==> src/rtl/prio_irq_ctrl.sv <==
module prio_irq_ctrl #(
  parameter int NLVL = 8
) (
  input  logic            clk,
  input  logic            rst_n,
  input  logic [NLVL-1:0] irq_in,
  input  logic            cmd_wr,
  input  logic            cmd_a0,
  input  logic [7:0]      cmd_data,
  input  logic            inta,
  output logic            int_out,
  output logic [7:0]      vec_out,
  output logic            vec_vld,
  output logic [NLVL-1:0] stat_out,
  output logic [NLVL-1:0] mask_out
);
  localparam int LW = $clog2(NLVL);
  localparam int BW = 8 - LW;

  typedef enum logic [1:0] {ST_RDY, ST_W2, ST_W3, ST_W4} init_t;

  init_t           st, st_n;
  logic [NLVL-1:0] irq_q, irr, isr, imr, irr_n, isr_n, imr_n;
  logic [LW-1:0]   lowp, lowp_n, win, eoi_lvl;
  logic [BW-1:0]   base, base_n;
  logic            smm, smm_n, rd_isr, rd_isr_n, aeoi, aeoi_n, rot_aeoi, rot_n;
  logic            need3, need3_n, need4, need4_n;
  logic            win_ok, eoi_ok, ready, ack_hit;
  logic            icw1_wr, ocw2_wr, ocw3_wr;
  logic [NLVL-1:0] rise, req_eff, blk;

  assign ready    = (st == ST_RDY);
  assign rise     = irq_in & ~irq_q;
  assign req_eff  = irr & ~imr;
  assign blk      = smm ? '0 : isr;
  assign int_out  = win_ok & ready;
  assign ack_hit  = inta & int_out;
  assign icw1_wr  = cmd_wr & ~cmd_a0 & cmd_data[4];
  assign ocw2_wr  = cmd_wr & ~cmd_a0 & ~cmd_data[4] & ~cmd_data[3] & ready;
  assign ocw3_wr  = cmd_wr & ~cmd_a0 & ~cmd_data[4] &  cmd_data[3] & ready;
  assign stat_out = rd_isr ? isr : irr;
  assign mask_out = imr;

  always_comb begin
    logic stop;
    win_ok = 1'b0;
    win    = LW'(NLVL - 1);
    stop   = 1'b0;
    for (int i = 1; i <= NLVL; i++) begin
      logic [LW-1:0] lv;
      lv = LW'(int'(lowp) + i);
      if (!stop) begin
        if (blk[lv]) begin
          stop = 1'b1;
        end else if (req_eff[lv]) begin
          win_ok = 1'b1;
          win    = lv;
          stop   = 1'b1;
        end
      end
    end
  end

  always_comb begin
    eoi_ok  = 1'b0;
    eoi_lvl = '0;
    for (int i = 1; i <= NLVL; i++) begin
      logic [LW-1:0] lv;
      lv = LW'(int'(lowp) + i);
      if (!eoi_ok && isr[lv] && !(smm && imr[lv])) begin
        eoi_ok  = 1'b1;
        eoi_lvl = lv;
      end
    end
  end

  always_comb begin
    st_n     = st;
    irr_n    = irr;
    isr_n    = isr;
    imr_n    = imr;
    lowp_n   = lowp;
    base_n   = base;
    smm_n    = smm;
    rd_isr_n = rd_isr;
    aeoi_n   = aeoi;
    rot_n    = rot_aeoi;
    need3_n  = need3;
    need4_n  = need4;

    if (ack_hit) begin
      irr_n[win] = 1'b0;
      if (aeoi) begin
        if (rot_aeoi) lowp_n = win;
      end else begin
        isr_n[win] = 1'b1;
      end
    end
    irr_n = irr_n | rise;

    if (icw1_wr) begin
      st_n     = ST_W2;
      need4_n  = cmd_data[0];
      need3_n  = ~cmd_data[1];
      imr_n    = '0;
      rd_isr_n = 1'b0;
      smm_n    = 1'b0;
      aeoi_n   = 1'b0;
      rot_n    = 1'b0;
      lowp_n   = LW'(NLVL - 1);
    end else if (cmd_wr && cmd_a0) begin
      case (st)
        ST_RDY: imr_n = cmd_data[NLVL-1:0];
        ST_W2: begin
          base_n = cmd_data[7:LW];
          st_n   = need3 ? ST_W3 : (need4 ? ST_W4 : ST_RDY);
        end
        ST_W3: st_n = need4 ? ST_W4 : ST_RDY;
        default: begin
          aeoi_n = cmd_data[1];
          st_n   = ST_RDY;
        end
      endcase
    end else if (ocw2_wr) begin
      if (cmd_data[5]) begin
        if (cmd_data[6]) begin
          isr_n[cmd_data[LW-1:0]] = 1'b0;
          if (cmd_data[7]) lowp_n = cmd_data[LW-1:0];
        end else if (eoi_ok) begin
          isr_n[eoi_lvl] = 1'b0;
          if (cmd_data[7]) lowp_n = eoi_lvl;
        end
      end else if (cmd_data[6]) begin
        if (cmd_data[7]) lowp_n = cmd_data[LW-1:0];
      end else begin
        rot_n = cmd_data[7];
      end
    end else if (ocw3_wr) begin
      if (cmd_data[6]) smm_n = cmd_data[5];
      if (cmd_data[1]) rd_isr_n = cmd_data[0];
    end
  end

  always_ff @(posedge clk) begin
    if (!rst_n) begin
      st       <= ST_RDY;
      irq_q    <= '0;
      irr      <= '0;
      isr      <= '0;
      imr      <= '0;
      lowp     <= LW'(NLVL - 1);
      base     <= '0;
      smm      <= 1'b0;
      rd_isr   <= 1'b0;
      aeoi     <= 1'b0;
      rot_aeoi <= 1'b0;
      need3    <= 1'b0;
      need4    <= 1'b0;
      vec_out  <= '0;
      vec_vld  <= 1'b0;
    end else begin
      st       <= st_n;
      irq_q    <= irq_in;
      irr      <= irr_n;
      isr      <= isr_n;
      imr      <= imr_n;
      lowp     <= lowp_n;
      base     <= base_n;
      smm      <= smm_n;
      rd_isr   <= rd_isr_n;
      aeoi     <= aeoi_n;
      rot_aeoi <= rot_n;
      need3    <= need3_n;
      need4    <= need4_n;
      vec_vld  <= inta;
      if (inta) vec_out <= {base, ack_hit ? win : LW'(NLVL - 1)};
    end
  end
endmodule

==> config.mk <==
export PLATFORM = sky130hd
export DESIGN_NAME = prio_irq_ctrl
export DESIGN_NICKNAME = d
export VERILOG_FILES = /design/src/rtl/prio_irq_ctrl.sv
export SDC_FILE = /design/constraint.sdc
export NUM_CORES = 1
export LEC_CHECK = 0
export ABC_CLOCK_PERIOD_IN_PS = 4900
export CAP_MARGIN = 30
export CORE_ASPECT_RATIO = 0.8
export CORE_MARGIN = 5
export CORE_UTILIZATION = 25
export DETAILED_ROUTE_END_ITERATION = 10
export HOLD_SLACK_MARGIN = 0.05
export PLACE_DENSITY_LB_ADDON = 0.08
export SLEW_MARGIN = 20
export SYNTH_ARGS = -nofsm -noshare
export SYNTH_HDL_FRONTEND = slang
export SYNTH_SLANG_ARGS = --single-unit
==> constraint.sdc <==
create_clock -name clk -period 4.9 [get_ports clk]
set_input_delay 1.47 -clock clk [delete_from_list [all_inputs] [get_ports clk]]
set_output_delay 1.47 -clock clk [all_outputs]
set_load 0.005 [all_outputs]
Word-level counts from Yosys, hierarchy flattened
Index checks and enable logic that the tools add are counted.
{ "word_totals": {"elab_cells": 307, "register_bits": 57, "input_bits": 21, "output_inout_bits": 26} }
{ "classes": {"muxes": 179, "addsub": 8, "n_eq_ne": 3, "n_bitwise": 33, "reduce_logical": 54, "order_cmp": 14} }
{ "op_table": {"columns": ["operator", "count"], "rows": [
  ["$mux 3", 43],
  ["$bmux 1 s3", 32],
  ["$mux 8", 11],
  ["$mux 1", 87],
  ["$lt 3x4->1 const B", 11],
  ["$and 8x8->8", 5],
  ["$not 8->8", 5],
  ["$logic_and 1x1->1", 27],
  ["$or 8x8->8", 2],
  ["$logic_not 1->1", 15],
  ["$add 3x3->3 const B", 4],
  ["$not 1->1", 12],
  ["$reduce_and 4->1", 3],
  ["$and 1x1->1", 9],
  ["$demux 1 s3", 3],
  ["$ge 3x1->1 const B", 3],
  ["$reduce_and 2->1", 4],
  ["$add 3x1->3 const B", 2],
  ["$add 3x2->3 const B", 2],
  ["$pmux 2 s3", 1],
  ["$mux 2", 2],
  ["$reduce_and 3->1", 1],
  ["$reduce_or 3->1", 1],
  ["$eq 2x1->1 const B", 1],
  ["5 further kinds", 5]
]} }

Depth between registers and ports, before layout
{ "logic_depth": {"word_depth": 47, "depth_mapped": 18, "ltp_nobuf": 12} }

Worst setup path after synthesis
No wires, ideal clock.
{ "synth_timing": {"path_type": "reg-to-output", "from": "reg lowp[0]", "to": "out int_out", "t_arrival_ns": 3.069, "setup_slack_ns": 0.361, "t_required_ns": 3.430, "path_stages_with_launch": 14, "cell_sequence": "dfxtp_1 -> buf_4 -> inv_2 -> buf_2 -> ha_1 -> buf_4 -> buf_4 -> o211a_1 -> a221o_1 -> a21o_1 -> and4bb_1 -> o31ai_4 -> o2111a_1 -> and2b_1"} }
{ "synth_via": {"elab_chain_len": 27, "elab_cells_between_ends": 83, "classes_between": "8 x add/sub; 74 x mux; 1 x bitwise"} }
{ "synth_rtl": {"columns": ["element", "line", "rtl"], "rows": [
  ["start, declared", "24", "logic [LW-1:0] lowp, lowp_n, win, eoi_lvl;"],
  ["start signal, assigned", "151", "lowp <= LW'(NLVL - 1);"],
  ["start signal, assigned", "167", "lowp <= lowp_n;"],
  ["$add 3x1->3", "51", "lv = LW'(int'(lowp) + i);"],
  ["$bmux 1 s3", "55", "end else if (req_eff[lv]) begin"],
  ["$mux 1 (implied by the code)", "55", null],
  ["$mux 1", "55", null],
  ["$mux 1", "53", "if (blk[lv]) begin"],
  ["$mux 1", "55", null],
  ["$mux 1", "53", null],
  ["$mux 1", "52", "if (!stop) begin"],
  ["(+11 left out)", null, null],
  ["$mux 1", "52", null],
  ["$mux 1", "55", null],
  ["$mux 1", "53", null],
  ["$mux 1", "52", null],
  ["$mux 1", "55", null],
  ["$mux 1", "53", null],
  ["$mux 1 (*)", "52", null],
  ["$and 1x1->1 (*)", "36", "assign int_out = win_ok & ready;"],
  ["end, declared", "11", "output logic int_out,"]
]} }
Mark *: on every way between the ends. The rest lies on a longest branch, timed or not. The select of a mux whose other input is x is not followed.

Worst setup path after layout
{ "layout_timing": {"from": "reg lowp[1]", "to": "out int_out"} }
Same word-level chain as after synthesis.

==> run_results.csv <==
group,metric,value,unit
logic_synthesis,avgSynthCellArea,8.47,um2
drt,drc,0,
placement,place_hpwl,15.4,mm
drt,wirelength,19.8,mm
sta,fin_tns_setup,0,ns
sta,fmax,210,MHz
global_route,gr-total-overflow,0,
critical_path,worstPathArrival,3.29,ns
drt,antenna_left,0,
clock_network,cts_tree,"done",
pwr,p_leak,2.52,nW
logic_synthesis,synth_ff_type,"dfxtp_1",
placement,dpl_worst_slack,0.00297,ns
critical_path,start_kind,"flop",
critical_path,crit_path_max_fanout,7,
logic_synthesis,synth_async_sr_flop_share,0,
cells_and_area,layout.cells.non_filler,946,
critical_path,cp_slowest_cell,"dfxtp_4",
placement,dp.cells,926,
logic_synthesis,syn-instance-count,589,
clock_network,numCtsBuffers,9,
floorplan,core,0.0197,mm2
global_route,grt_antenna_before_repair,0,
sta,finalWorstSetupSlack,0.136,ns
sta,relSlewSlack,0.418,
drt,dr.pass1.iters,5,
sta,grt_setup_unrepaired,"no",
floorplan,io_pins,47,
critical_path,end_kind,"output pin",
hold_path,hold_path.class,"reg -> reg",
critical_path,critPathMaxStageDelay,0.37,ns
cells_and_area,nFillCells,2061,
global_route,grt_pass1_wl,30.5,mm
sta,holdWs,0.455,ns
cells_and_area,finalNetCount,704,
flow_run,maxCapViolCount,0,
drt,vias,5034,
critical_path,path_cells,"inv_1 > ha_4 > mux2i_2 > mux2_4 > a221o_1 > a21o_1 > and4bb_1 > o31ai_4 > o2111a_2 > and2b_1 > dlygate4sd2_1",
clock_network,hold_buffers,0,
critical_path,critPathRequiredTime,3.43,ns
clock_network,clock_path_buffers,2,
pwr,ir_drop,0.136,mV
logic_synthesis,syn_area,0.00499,mm2
floorplan,fp-row-count,46,
cells_and_area,area_growth,31.7,%
cells_and_area,insertedDiodeCount,0,
placement,place.gp.congestion,0.860,
cells_and_area,layout_commonest_cell,"buf_4",
clock_network,clock-sinks,57,
drt,routedWlPerCell,20.9,um
logic_synthesis,synth-seq-cells,57,
pwr,power_density,285,mW/mm2
cells_and_area,multi_input_area,0.00363,mm2
status,status,"completed",
logic_synthesis,synth-edff-count,0,
sta,maxSlewViolCount,0,
logic_synthesis,ys_types,77,
global_route,grt.total_usage,0.174,
floorplan,die_area,0.0229,mm2
placement,portBuffers,46,
logic_synthesis,syn_nets,616,
sta,worstMarginPinSlew,0.864,ns
floorplan,die_y,136,um
sta,hold_violations,0,
drt,drtIter0Drc,408,
clock_network,cts-htree-levels,3,
cells_and_area,drive_above_1_share,0.210,
clock_network,cts.clk_slew.worst_paths,0.05,ns
cells_and_area,regArea,0.00115,mm2
drt,viasPerCell,5.32,
global_route,grt_pass1_vias,4960,
floorplan,start_util,0.253,
critical_path,crit_type,"reg -> out",
sta,setup_viol,0,
logic_synthesis,yosysSeqAreaShare,0.229,
sta,finalCritPeriodShare,0.972,
logic_synthesis,ys_warn_count,0,
floorplan,die_w,168,um
sta,finClkSkew,0.00958,ns
sta,min_period,4.76,ns
clock_network,clk-insertion-delay-late,0.33,ns
global_route,grt_max_degree,43,
clock_network,cts_root_buf,"clkbuf_16",
cells_and_area,final_cell_mix,"buf_4, dfxtp_1, nand2_1",
-- synth_stat cells, types with 7 or more instances --
| cell type | n | share of area |
|---|---|---|
| a211oi_1 | 9 | 0.014 |
| nand2b_1 | 15 | 0.019 |
| o21ai_0 | 34 | 0.034 |
| nor2_1 | 43 | 0.032 |
| clkbuf_1 | 15 | 0.011 |
| dfxtp_1 | 57 | 0.23 |
| nor3_1 | 8 | 0.0080 |
| a221oi_1 | 9 | 0.016 |
| mux2i_1 | 49 | 0.098 |
| mux4_2 | 16 | 0.072 |
| a21oi_1 | 21 | 0.021 |
| nor2b_1 | 25 | 0.031 |
| o21a_1 | 7 | 0.011 |
| a31oi_1 | 14 | 0.018 |
| nand3_1 | 20 | 0.020 |
| mux2_2 | 15 | 0.034 |
| and2_1 | 17 | 0.021 |
| nand3b_1 | 8 | 0.012 |
| buf_2 | 9 | 0.0090 |
| nand2_1 | 49 | 0.037 |
| inv_1 | 24 | 0.018 |
-- metrics by stage --
stage | util | cell area [um2] | power [mW]
2_1_floorplan | - | 4990 | 0.902
3_3_place_gp | 0.308 | 6080 | 1.19
3_5_place_dp | 0.308 | 6080 | 1.18
4_1_cts | 0.333 | 6570 | 1.89
5_1_grt | 0.333 | 6570 | 1.97
6_report | 0.333 | 6570 | 1.87
-- worst max-delay path: cells and delay by family, from the launching register on --
kind,cells,cell delay (ns)
flops,1,0.37
fa+ha+maj,1,0.28
compound gates,4,1.07
buf+inv,2,0.34
mux,2,0.46
simple gates,2,0.43
-- final cells by class --
type	count	share of cell area
clock buffer	11	0.0385
clock inverter	5	0.0118
inverter	25	0.0143
multi-input combinational	472	0.552
sequential	57	0.175
tap	264	0.0503
timing repair buffer	112	0.158
-- power by group --
part | total (mW) | switching (mW) | internal [mW]
clock | 0.692 | 0.221 | 0.470
sequential | 0.522 | 0.0329 | 0.489
combinational | 0.661 | 0.377 | 0.284
-- timing repair --
item | 4_1_cts | 5_1_grt
buffers inserted | 2 | 0
endpoints found under the hold margin | 0 | 0
setup endpoints to repair | 1 | 0
gates resized for setup | 20 | 0
-- sequential cells by signal, summed over array words and instances (netlist names) --
signal    cells
aeoi          1
base          5
irq_q         8
irr           8
isr           8
lowp          3
mask_out      8
need3         1
need4         1
rd_isr        1
rot_aeoi      1
smm           1
st            2
vec_out       8
vec_vld       1
-- final timing paths --
path / from / end / slack, ns / cells after the start
setup / recovery: lowp[1] / int_out / 0.14 / 11
hold / removal: rot_aeoi / rot_aeoi / 0.45 / 2
setup reg to reg: lowp[1] / isr[3] / 1.02 / 15
hold reg to reg: rot_aeoi / rot_aeoi / 0.45 / 2
-- cell families after synthesis --
| logic type | after synthesis | synth area share |
|---|---|---|
| and+or+nand+nor | 218 | 0.236 |
| AOI/OAI and AO/OA | 161 | 0.237 |
| muxes | 81 | 0.208 |
| buffers and inverters | 60 | 0.0572 |
| DFF | 57 | 0.229 |
| xor gates and xnor gates | 6 | 0.0181 |
| adders and majority gates | 6 | 0.0151 |
-- per-layer routing --
layer / vias to the layer above / global-route usage / wire length, um
met5: - / 0 / 0
met4: 0 / 0.0352 / 263
met3: 25 / 0.0390 / 1180
met2: 167 / 0.254 / 8140
met1: 2444 / 0.261 / 10200
li1: 2398 / - / -
Note: power is estimated with default switching activity, not from simulation.
